[src/rtl/pinchg_pkg.sv]
package pinchg_pkg;
    localparam int LANE_W = 8;
    localparam int NGRP   = 3;
    localparam int ADDR_W = 3;
    localparam int PIN_W  = NGRP * LANE_W;

    typedef enum logic [ADDR_W-1:0] {
        REG_FLAG  = 3'd0,
        REG_EN    = 3'd1,
        REG_MASK0 = 3'd2,
        REG_MASK1 = 3'd3,
        REG_MASK2 = 3'd4
    } reg_sel_e;

    typedef struct packed {
        logic mask_we;
        logic w1c;
        logic ack;
    } lane_ctl_t;

    function automatic logic [ADDR_W-1:0] mask_addr(int g);
        return ADDR_W'(int'(REG_MASK0) + g);
    endfunction
endpackage

[src/rtl/pinchg_sync.sv]
module pinchg_sync #(
    parameter int W      = 8,
    parameter int STAGES = 2
) (
    input  logic         clk,
    input  logic         rst,
    input  logic [W-1:0] d_i,
    output logic [W-1:0] chg_o
);
    for (genvar i = 0; i < W; i++) begin : g_bit
        logic [STAGES-1:0] sh;
        logic              prev;
        always_ff @(posedge clk) begin
            if (rst) begin
                sh   <= '0;
                prev <= 1'b0;
            end else begin
                sh   <= {sh[STAGES-2:0], d_i[i]};
                prev <= sh[STAGES-1];
            end
        end
        assign chg_o[i] = sh[STAGES-1] ^ prev;
    end
endmodule

[src/rtl/pinchg_lane.sv]
module pinchg_lane
    import pinchg_pkg::*;
#(
    parameter logic [LANE_W-1:0] EXIST = '1
) (
    input  logic              clk,
    input  logic              rst,
    input  logic [LANE_W-1:0] chg_i,
    input  lane_ctl_t         ctl_i,
    input  logic [LANE_W-1:0] wdata_i,
    output logic [LANE_W-1:0] mask_o,
    output logic              flag_o,
    output logic              set_o
);
    logic [LANE_W-1:0] mask_q;
    logic              flag_q;

    always_ff @(posedge clk) begin
        if (rst)
            mask_q <= '0;
        else if (ctl_i.mask_we)
            mask_q <= wdata_i & EXIST;
    end

    assign set_o = |(chg_i & mask_q & EXIST);

    always_ff @(posedge clk) begin
        if (rst)
            flag_q <= 1'b0;
        else
            flag_q <= set_o | (flag_q & ~(ctl_i.w1c | ctl_i.ack));
    end

    assign mask_o = mask_q;
    assign flag_o = flag_q;
endmodule

[src/rtl/pinchg_regif.sv]
module pinchg_regif
    import pinchg_pkg::*;
(
    input  logic                    wr_en_i,
    input  logic [ADDR_W-1:0]       addr_i,
    input  logic [LANE_W-1:0]       wdata_i,
    input  logic [NGRP-1:0]         flag_i,
    input  logic [NGRP-1:0]         en_i,
    input  logic [PIN_W-1:0]        mask_i,
    output logic [NGRP-1:0]         mask_we_o,
    output logic [NGRP-1:0]         w1c_o,
    output logic                    en_we_o,
    output logic [LANE_W-1:0]       rdata_o
);
    logic [NGRP-1:0] hit_mask;

    for (genvar g = 0; g < NGRP; g++) begin : g_dec
        assign hit_mask[g]  = (addr_i == mask_addr(g));
        assign mask_we_o[g] = wr_en_i && hit_mask[g];
        assign w1c_o[g]     = wr_en_i && (addr_i == REG_FLAG) && wdata_i[g];
    end

    assign en_we_o = wr_en_i && (addr_i == REG_EN);

    always_comb begin
        rdata_o = '0;
        if (addr_i == REG_FLAG)
            rdata_o = {{(LANE_W-NGRP){1'b0}}, flag_i};
        else if (addr_i == REG_EN)
            rdata_o = {{(LANE_W-NGRP){1'b0}}, en_i};
        for (int g = 0; g < NGRP; g++)
            if (hit_mask[g])
                rdata_o = mask_i[g*LANE_W +: LANE_W];
    end
endmodule

[src/rtl/pinchg_irq.sv]
module pinchg_irq
    import pinchg_pkg::*;
#(
    parameter int              SYNC_STAGES = 2,
    parameter logic [PIN_W-1:0] PIN_EXIST  = 24'hFF_7F_FF
) (
    input  logic              clk,
    input  logic              rst,
    input  logic [PIN_W-1:0]  pin_i,
    input  logic              gie_i,
    input  logic [NGRP-1:0]   ack_i,
    input  logic              wr_en_i,
    input  logic [ADDR_W-1:0] addr_i,
    input  logic [LANE_W-1:0] wdata_i,
    output logic [LANE_W-1:0] rdata_o,
    output logic [NGRP-1:0]   irq_o
);
    logic [PIN_W-1:0] chg;
    logic [PIN_W-1:0] mask_q;
    logic [NGRP-1:0]  flag_q;
    logic [NGRP-1:0]  grp_set;
    logic [NGRP-1:0]  en_q;
    logic [NGRP-1:0]  mask_we;
    logic [NGRP-1:0]  w1c;
    logic             en_we;

    pinchg_sync #(.W(PIN_W), .STAGES(SYNC_STAGES)) u_sync (
        .clk   (clk),
        .rst   (rst),
        .d_i   (pin_i),
        .chg_o (chg)
    );

    pinchg_regif u_regif (
        .wr_en_i   (wr_en_i),
        .addr_i    (addr_i),
        .wdata_i   (wdata_i),
        .flag_i    (flag_q),
        .en_i      (en_q),
        .mask_i    (mask_q),
        .mask_we_o (mask_we),
        .w1c_o     (w1c),
        .en_we_o   (en_we),
        .rdata_o   (rdata_o)
    );

    for (genvar g = 0; g < NGRP; g++) begin : g_lane
        lane_ctl_t ctl;
        assign ctl = '{mask_we: mask_we[g], w1c: w1c[g], ack: ack_i[g]};
        pinchg_lane #(.EXIST(PIN_EXIST[g*LANE_W +: LANE_W])) u_lane (
            .clk     (clk),
            .rst     (rst),
            .chg_i   (chg[g*LANE_W +: LANE_W]),
            .ctl_i   (ctl),
            .wdata_i (wdata_i),
            .mask_o  (mask_q[g*LANE_W +: LANE_W]),
            .flag_o  (flag_q[g]),
            .set_o   (grp_set[g])
        );
    end

    always_ff @(posedge clk) begin
        if (rst)
            en_q <= '0;
        else if (en_we)
            en_q <= wdata_i[NGRP-1:0];
    end

    assign irq_o = flag_q & en_q & {NGRP{gie_i}};
endmodule

[config.mk]
export PLATFORM = sky130hd
export DESIGN_NAME = pinchg_irq
export DESIGN_NICKNAME = d
export VERILOG_FILES = /design/src/rtl/pinchg_pkg.sv /design/src/rtl/pinchg_sync.sv /design/src/rtl/pinchg_lane.sv /design/src/rtl/pinchg_regif.sv /design/src/rtl/pinchg_irq.sv
export SDC_FILE = /design/constraint.sdc
export NUM_CORES = 1
export LEC_CHECK = 0
export BUFFER_PORTS_ARGS = -buffer_cell sky130_fd_sc_hd__buf_2
export CAP_MARGIN = 5
export CORE_UTILIZATION = 60
export DETAILED_ROUTE_END_ITERATION = 16
export GPL_TIMING_DRIVEN = 0
export PLACE_DENSITY = 0.91
export SLEW_MARGIN = 5
export SYNTH_ARGS = -nofsm -noshare
export SYNTH_HDL_FRONTEND = slang
export SYNTH_SLANG_ARGS = --single-unit
[constraint.sdc]
create_clock -name clk -period 2.9 [get_ports clk]
set_input_delay 0.145 -clock clk [delete_from_list [all_inputs] [get_ports clk]]
set_output_delay 0.145 -clock clk [all_outputs]
set_load 0.1 [all_outputs]
==> results of run 1 <==
==> power by group <==
group          total, uW  internal (uW)  switching [uW]  leakage [uW]
Sequential          1420           1390            24.2      0.000802
Combinational        193           95.4            98.0      0.000984
Clock               1030            572             453      0.000120
Total               2640           2060             575       0.00191
==> metrics by stage <==
stage,util (%),power (uW)
final,77.3,2640
after global routing,77.3,2730
after CTS,77.3,2640
after detailed placement,69.2,1620
after global placement,69.2,1610
after floorplan,-,1550
==> how the worst max path moves through the flow <==
stage	start	to	slack, ps	depth (start not counted)
finish	g_lane[0].u_lane.mask_o[2]	rdata_o[2]	1150	4
global route	g_lane[0].u_lane.mask_o[2]	rdata_o[2]	1100	4
CTS	g_lane[0].u_lane.mask_o[2]	rdata_o[2]	1140	4
detailed placement	addr_i[2]	rdata_o[1]	1330	6
global placement	addr_i[2]	rdata_o[1]	1350	6
floorplan	addr_i[0]	rdata_o[1]	630	6
==> logic make-up after synthesis <==
family	Yosys count	share of synthesized area [%]
AND/OR/NAND/NOR	131	21.2
flip-flops	98	55.7
AO/OA/AOI/OAI	34	6.50
multiplexers	25	7.57
XOR/XNOR	23	5.72
buffers and inverters	19	3.30
==> cell type report <==
cell class	instances	area, um2	area share, %
Buffer	18	113	2.61
Clock buffer	9	124	2.88
Clock inverter	7	116	2.70
Inverter	1	3.75	0.0871
Multi-Input combinational cell	213	1440	33.5
Sequential cell	98	1960	45.5
Tap cell	72	90.1	2.09
Timing Repair Buffer	70	455	10.6
==> sequential cells by signal, indices dropped and copies added, names as in the netlist <==
| signal | flops |
|---|---|
| en_q | 3 |
| g_lane.u_lane.flag_o | 3 |
| g_lane.u_lane.mask_o | 23 |
| u_sync.g_bit.prev | 23 |
| u_sync.g_bit.sh | 46 |
==> per-layer routing <==
layer | track usage (%) | wire length (um) | up-vias | share of wire, %
met5 | 0 | 0 | - | 0
met2 | 44.7 | 3660 | 101 | 50
met4 | 17.6 | 318 | 0 | 4.3
met3 | 5.93 | 473 | 26 | 6.4
li1 | - | - | 1255 | -
met1 | 28.6 | 2930 | 1168 | 40
==> layout by cell type, fill, tap and decap left out, types with 2 or more instances in the layout <==
cell and count:
a21oi_1 8, a221oi_1 5, a22o_1 5, a22oi_1 3, a31oi_1 5, and3_1 4
buf_2 52, buf_6 5, bufinv_16 3, clkbuf_1 9, clkbuf_8 9, clkinv_2 2
dfxtp_1 98, dlygate4sd3_1 21, mux2i_1 24, nand2_1 23, nand3_1 2, nand3b_1 3
nor2_1 21, nor2b_1 71, o21ai_1 5, o22ai_1 2, xor2_1 23
==> repair_timing <==
item,CTS,global route
hold endpoints to repair,21,0
resized for setup,0,0
hold buffers,21,0
==> worst register-to-register path: cells and delay by family (launching register included) <==
family | cells | cell delay, ps
AOI/OAI and AO/OA | 3 | 700
DFF | 1 | 330
xor gates and xnor gates | 1 | 140
==> out/qor.txt, run 1 <==
Initial antenna violation count - 0
Critical path required time - 2760 ps
Post-Route WL - 7.39 mm
RR Startpoint - u_sync.g_bit[17].sh[1]
Die width - 78.6 um
Worst path top cell family by delay - multiplexers
Clk pin slew, worst setup/hold paths - 90 ps
Worst reg2reg path endpoint - g_lane[2].u_lane.flag_o
Synth Register Bits - 98
Vias per std cell - 5.23
Pwr Density - 612 mW/mm2
Tcrit/Tclk final - 60.4%
Fin worst setup slack - 1150 ps
DRC - 0
CP Launch Type - flip-flop
P_leak - 0.00191 uW
Post-CTS setup buffers - 0
Die area - 0.00618 mm2
Antenna Cells - 0
Cells after synthesis - 330
Max stage delay on crit path - 500 ps
Worst hold stages - 2
Via count - 2,550
Final cell count without fillers - 488
Cell Area, Placed - 0.00386 mm2
Top FF cell, synth - dfxtp_1
Design Area, Final - 0.00431 mm2
Main area contributors after synthesis - dfxtp_1 56%, nor2b_1 13%, mux2i_1 6.8%, xor2_1 5.7%, nand2_1 2.5%
Initial DRC count - 166
Yosys cell types - 30
Most common cell in the synthesized netlist - dfxtp_1
Slew Viols, Final - 0
Hold Startpoint - pin_i[10]
# IOs - 53
Vias in the first global route - 2,516
Area Overhead vs Synth - 22.3%
CP Capture Type - output pin
Final setup vio count - 0
Fillers - 364
First-pass GRT wire length - 11.8 mm
Synth top cells by count - 98 x dfxtp_1, 71 x nor2b_1, 24 x mux2i_1, 23 x nand2_1, 23 x xor2_1
Setup CP Type - reg2out
Detailed Place HPWL - 4.89 mm
Status - finished clean
Final Wtd Congestion - 0.876
Setup TNS Final - 0 ps
Wire per inst - 15.1 um
Starting Density - 63.2%
Post-Place Cells - 451
Post-synthesis async set-or-reset flop share - 0%
Root Driver - clkbuf_8
# clock sinks - 98
Die height - 78.6 um
Clk_lat worst skew - 360 ps
Pre-CTS WS - 1330 ps
Core area - 0.00557 mm2
WHS - 6.18 ps
Tightest Pin Transition - 578 ps
Area leader, netlist - dfxtp_1
Post-synth EDFFs - 0
Max-slew headroom - 61.4%
Buf/Inv on CP - 2
Count of maximum capacitance violations - 0
Largest net degree at the start of global routing - 17
CTS buffer count - 9
Syn Std Cell Area - 0.00352 mm2
Worst EP arrival - 1610 ps
Rows - 27
Port-buffer cells - 49
Fin. Hold Viols - 0
H-tree levels - 3
Min Tclk post-route - 1750 ps
Reg2reg setup slack - 1580 ps
Worst reg2reg path depth - 4
Worst vdd ir - 0.442 mV
Crit path cell chain - mux4_1, inv_1, o21ai_1, buf_2
Overflow after GRT - 0
FMAX - 0.571 GHz
CTS tree - done
Gr usage total - 26.1%
Syn_nets - 372
Max Root-Sink Buffers - 2
Top-area cell type share of the netlist area - 55.7%
Hold EP - u_sync.g_bit[10].sh[0]
Worst hold path type - in2reg
Crit-path slowest cell - mux4_1
Synth Area per Inst - 10.7 um2
Final ANT Viol Nets - 0
Seq/Total Area, Yosys - 55.7%
Worst-path maximum fanout - 3
Clock Skew - 8.93 ps
RSZ-0062 raised after global routing - false
Syn. warnings - 0
Initial DRT Pass Iterations - 4
Layout cell share with drive strength beyond 1 - 18.5%
Final nets - 453
(Power assumes the default switching activity.)
==> inputs of run 2 (changes only) <==
- CORE_UTILIZATION: 60 -> 55
- PLACE_DENSITY: 0.91 -> 0.85
- clock period: 2.9 -> 1.69 ns (I/O delays scaled with it)
==> out/qor.txt, run 2 (synthesized netlist as in run 1, its figures left out) <==
Status - finished clean
Tightest Pin Transition - 552 ps (-26.0 ps)
Starting Density - 58.1% (-5.1 points)
Final setup vio count - 0 (unchanged)
Min Tclk post-route - 1610 ps
Slew Viols, Final - 0 (unchanged)
# clock sinks - 98 (unchanged)
CTS buffer count - 9 (unchanged)
Root Driver - clkbuf_8
Initial antenna violation count - 0 (unchanged)
Post-Route WL - 6.83 mm (-7.5%)
Fillers - 454 (+25%)
Die width - 82.0 um (+4.3%)
First-pass GRT wire length - 10.9 mm (-7.6%)
Rows - 28 (+3.7%)
DRC - 0 (unchanged)
Clock Skew - 9.23 ps (+0.304 ps)
Gr usage total - 22.3% (-3.8 points)
Worst vdd ir - 0.568 mV (+29%)
Pre-CTS WS - 169 ps (-1160 ps)
Setup CP Type - reg2out
Final ANT Viol Nets - 0 (unchanged)
Critical path required time - 1610 ps (-1150 ps)
DR WL met3 - 439 um (-7.2%)
Met1 wire length - 2.88 mm (-1.8%)
Clk pin slew, worst setup/hold paths - 90 ps (about the same)
Worst hold stages - 3 (+1)
Post-CTS setup buffers - 0 (unchanged)
Max-slew headroom - 63.2% (+1.7 points)
Worst-path maximum fanout - 3 (unchanged)
Wire per inst - 13.8 um (-8.7%)
Initial DRT Pass Iterations - 4 (unchanged)
CP Capture Type - output pin
Hold EP - g_lane[2].u_lane.mask_o[5]
Hold Startpoint - wdata_i[5]
Most used cells in the layout excluding fill and tap cells - 98 x dfxtp_1, 71 x nor2b_1, 50 x buf_2
Fin worst setup slack - 77.3 ps (-1070 ps)
Count of maximum capacitance violations - 0 (unchanged)
Core area - 0.00606 mm2 (+8.7%)
Vias per std cell - 5.18 (-0.94%)
Highest routed layer - met4
Pwr Density - 983 mW/mm2 (+61%)
CP Launch Type - flip-flop
Vias in the first global route - 2,318 (-7.9%)
Worst reg2reg path depth - 4 (unchanged)
Largest register FFs - 46 (unchanged)
Worst hold path type - in2reg
FMAX - 0.620 GHz
Top reg by flops - u_sync.g_bit.sh
Reg2reg setup slack - 380 ps (-1200 ps)
Max Root-Sink Buffers - 2 (unchanged)
CTS tree - done
Final nets - 456 (+0.66%)
Worst EP arrival - 1530 ps (-80 ps)
Die height - 82.0 um (+4.3%)
Cell Area, Placed - 0.00388 mm2 (+0.58%)
H-tree levels - 3 (unchanged)
Port-buffer cells - 49 (unchanged)
# IOs - 53 (unchanged)
P_leak - 0.00190 uW (-0.14%)
Largest net degree at the start of global routing - 17 (unchanged)
Initial DRC count - 196 (+18%)
Final cell count without fillers - 494 (+1.2%)
Final Wtd Congestion - 0.921 (+5.1%)
RR Startpoint - u_sync.g_bit[11].prev
Area Overhead vs Synth - 23.1%
Fin. Hold Viols - 0 (unchanged)
Commonest non-fill, non-tap cell in the layout - dfxtp_1
RSZ-0062 raised after global routing - false
Final core utilization - 71.5% (-5.8 points)
Via count - 2,557 (+0.27%)
Die area - 0.00673 mm2 (+8.9%)
Met2 WL - 3.24 mm (-12%)
Tcrit/Tclk final - 95.4%
Detailed Place HPWL - 4.84 mm (-0.94%)
Worst reg2reg path endpoint - g_lane[1].u_lane.flag_o
Overflow after GRT - 0 (unchanged)
Clk_lat worst skew - 350 ps (about the same)
Design Area, Final - 0.00433 mm2 (+0.61%)
Layout cell share with drive strength beyond 1 - 19.1% (+0.58 points)
Post-Place Cells - 454 (+0.67%)
Antenna Cells - 0 (unchanged)
-- run 2: changes by cell type in the layout (fill, tap and decap cells not counted), moves of 2 or more --
cell / delta
o22ai_1: -2
bufinv_16: -2
o22ai_2: +2
buf_2: -2
clkinv_4: +3
dlygate4sd3_1: +3
clkinv_2: -2
-- run 2: what timing repair did --
action	in CTS	in global routing
hold buffers	24	0
endpoints found under the setup margin	1	2
hold endpoints to repair	25	0
resized for setup	1	2
-- run 2: stage by stage --
stage / setup TNS, ps / total power [uW] / hold slack (ps)
after global placement: 0 / 2760 / 295
after CTS: 0 / 4280 / 6.09
after floorplan: -845 / 2660 / 213
after global routing: 0 / 4440 / 8.29
final: 0 / 4260 / 22.2
after detailed placement: 0 / 2770 / 296
-- run 2: final cells by class --
class | count | area (um2) | area share (%)
buffer | 18 | 113 | 2.60
clock buffer | 11 | 141 | 3.26
clock inverter | 5 | 63.8 | 1.47
inverter | 1 | 3.75 | 0.0866
multi-input combinational | 213 | 1460 | 33.7
sequential | 98 | 1960 | 45.3
tap | 75 | 93.8 | 2.17
timing repair buffer | 73 | 494 | 11.4
-- run 2: worst max-delay path by stage --
stage | start | end | slack (ps) | cells past startpoint
2_1_floorplan | addr_i[2] | rdata_o[3] | -210 | 3
3_3_place_gp | addr_i[2] | rdata_o[1] | 220 | 6
3_5_place_dp | addr_i[2] | rdata_o[1] | 170 | 6
4_1_cts | g_lane[0].u_lane.mask_o[2] | rdata_o[2] | 40 | 4
5_1_grt | en_q[1] | rdata_o[1] | 2 | 5
6_report | en_q[1] | rdata_o[1] | 80 | 5
-- run 2: layer usage --
metal,global-route usage (%),vias to the layer above
met5,0,-
met4,13.7,0
met3,3.89,25
met2,37.3,100
met1,26.6,1171
li1,-,1261
-- run 2: report_power, final --
group	internal [uW]	switching, uW
Combinational	170	169
Sequential	2390	38.6
Clock	733	764
-- run 2: worst max-delay path, stage by stage, from the launching register on --
cell     delay, ps
dfxtp_1        370
mux2i_1         90
nor2_1          90
a31oi_1         50
o22ai_2        130
buf_2          450
==> inputs of run 3 (changes only) <==
- CORE_UTILIZATION: 55 -> 56
- HOLD_SLACK_MARGIN: not set -> 0.08
- PLACE_DENSITY: 0.85 -> 0.86
- SYNTH_HIERARCHICAL: not set -> 1
==> out/qor.txt, run 3 <==
Min Tclk post-route - 1630 ps (+12.4 ps)
Worst-path maximum fanout - 3 (unchanged)
Slew Viols, Final - 0 (unchanged)
Vias per std cell - 5.12 (-1.1%)
P_leak - 0.00200 uW (+4.9%)
Root Driver - clkbuf_8
Wire per inst - 14.1 um (+1.8%)
Final Wtd Congestion - 0.846 (-8.1%)
Commonest non-fill, non-tap cell in the layout - dfxtp_1
Crit-path slowest cell - dfxtp_1
Crit path cell chain - mux2_4, a221o_1, buf_4
Syn_nets - 368 (-1.1%)
FMAX - 0.615 GHz (-0.77%)
Vias in the first global route - 2,545 (+9.8%)
Status - finished clean
Switch Pwr - 966 uW (-0.52%)
Max Root-Sink Buffers - 2 (unchanged)
Final nets - 464 (+1.8%)
Final core utilization - 75.0% (+3.5 points)
Worst vdd ir - 0.705 mV (+24%)
CP Capture Type - output pin
Syn Std Cell Area - 0.00361 mm2 (+2.4%)
Initial DRT Pass Iterations - 5 (+1)
Count of maximum capacitance violations - 0 (unchanged)
Fillers - 399 (-12%)
Tightest Pin Transition - 762 ps (+209 ps)
Clk pin slew, worst setup/hold paths - 90 ps (about the same)
Post-Route WL - 7.07 mm (+3.5%)
Worst reg2reg path depth - 4 (unchanged)
Die area - 0.00676 mm2 (+0.54%)
Post-CTS setup buffers - 0 (unchanged)
Port-buffer cells - 50 (+2.0%)
Internal Power - 3400 uW (+3.3%)
Largest net degree at the start of global routing - 16 (-1)
Post-Place Cells - 451 (-0.66%)
Top reg by flops - u_sync/g_bit.sh
DRC - 0 (unchanged)
# clock sinks - 98 (unchanged)
Sw frac - 22.1% (-0.66 points)
Final Power - 4370 uW (+2.5%)
Clk_lat worst skew - 360 ps (about the same)
# IOs - 53 (unchanged)
Layout cell share with drive strength beyond 1 - 21.5% (+2.5 points)
Overflow after GRT - 0 (unchanged)
GRT busiest layer - met2
Initial antenna violation count - 0 (unchanged)
Clock power share - 35.6% (+0.5 points)
RR Startpoint - u_sync/g_bit[10].prev
Worst hold stages - 4 (+1)
Area of the multi-input gates - 0.00151 mm2 (+3.5%)
Hold Startpoint - wr_en_i
Syn. warnings - 6 (+6)
Hold EP - en_q[0]
First-pass GRT wire length - 11.4 mm (+3.9%)
Gr usage total - 23.1% (+0.73 points)
CP Launch Type - flip-flop
Fin worst setup slack - 64.9 ps (-12.4 ps)
Pre-CTS WS - 191 ps (+21.5 ps)
Tcrit/Tclk final - 96.2% (+0.74 points)
Area Overhead vs Synth - 26.1%
Most used cells in the layout excluding fill and tap cells - 98 x dfxtp_1, 71 x nor2b_1, 51 x buf_2
Die width - 82.2 um (+0.27%)
Met3 usage - 4.84% (+0.95 points)
Detailed Place HPWL - 4.65 mm (-3.8%)
Starting Density - 59.5% (+1.4 points)
Combinational power share - 8.7% (+0.8 points)
CTS buffer count - 9 (unchanged)
CTS tree - done
Setup crit start - g_lane[0].u_lane/mask_o[1]
Pwr Density - 960 mW/mm2 (-2.4%)
Rows - 28 (unchanged)
Synth Area per Inst - 11.1 um2 (+3.6%)
Met1 usage in global routing - 26.4% (-0.22 points)
Clock Skew - 10.6 ps (+1.37 ps)
Reg power frac - 55.6% (-1.3 points)
M2 GR Usage - 39.3% (+2.1 points)
Critical path required time - 1610 ps (about the same)
Core area - 0.00606 mm2 (unchanged)
Final ANT Viol Nets - 0 (unchanged)
RSZ-0062 raised after global routing - false
H-tree levels - 3 (unchanged)
Max stage delay on crit path - 360 ps (-90 ps)
Antenna Cells - 0 (unchanged)
Largest register FFs - 46 (unchanged)
Final setup vio count - 0 (unchanged)
Worst reg2reg path endpoint - g_lane[1].u_lane/flag_o
Cells after synthesis - 326 (-1.2%)
Initial DRC count - 147 (-25%)
Storage element area - 0.00196 mm2 (unchanged)
Reg2reg setup slack - 460 ps (+80 ps)
Max-slew headroom - 48.5% (-15 points)
Final cell count without fillers - 502 (+1.6%)
Worst EP arrival - 1540 ps (about the same)
Setup CP Type - reg2out
Worst hold path type - in2reg
Die height - 82.2 um (+0.27%)
Via count - 2,571 (+0.55%)
Fin. Hold Viols - 0 (unchanged)
run 3: cell types whose count changed in the layout (fill, tap and decap cells not counted), sizes merged, moves of 5 or more:
| cell | change |
|---|---|
| nand2 | -18 |
| dlygate4sd3 | +11 |
| mux2i | +10 |
| a22oi | +9 |
| a21oi | -8 |
| buf | +8 |
| a221oi | -5 |
| a22o | -5 |
| a31oi | -5 |
run 3: worst max path at each step:
stage | endpoint
after floorplan | rdata_o[5]
after global placement | en_q[1]
after detailed placement | en_q[1]
after CTS | rdata_o[1]
after global routing | rdata_o[0]
final | rdata_o[1]
run 3: layout make-up:
class                           count  area share (%)
Buffer                             19            3.47
Timing Repair Buffer               85            13.3
Sequential cell                    98            43.1
Tap cell                           75            2.06
Clock inverter                      3            1.02
Clock buffer                       13            3.71
Multi-Input combinational cell    209            33.3
run 3: metrics by stage:
step | hold slack (ps) | cell area (um2) | setup TNS (ps)
final | 289 | 4550 | 0
after global routing | 283 | 4550 | 0
after CTS | 267 | 4540 | 0
after detailed placement | 296 | 3980 | 0
after global placement | 291 | 3980 | 0
after floorplan | 157 | 3630 | -284
run 3: metal layers:
metal | vias up | routed length (um)
met2 | 82 | 3470
met3 | 27 | 316
met4 | 0 | 245
li1 | 1269 | -
met1 | 1193 | 3050
met5 | - | 0
run 3: worst max-delay path, delay by kind of cell, from the launching register on:
| family | cells | cell delay, ps |
|---|---|---|
| mux | 1 | 280 |
| buf+inv | 1 | 230 |
| compound gates | 1 | 310 |
| flops | 1 | 360 |
run 3: what timing repair did:
item	4_1_cts	5_1_grt
setup endpoints to repair	0	2
endpoints found under the hold margin	52	0
hold buffers	35	0
gates resized for setup	0	3
run 3: power groups by stage:
stage,clock (uW),combinational [uW],sequential [uW]
5_1_grt,1700,415,2440
6_report,1560,382,2430
3_5_place_dp,0,314,2480
2_1_floorplan,0,218,2470
3_3_place_gp,0,305,2480
4_1_cts,1590,378,2430
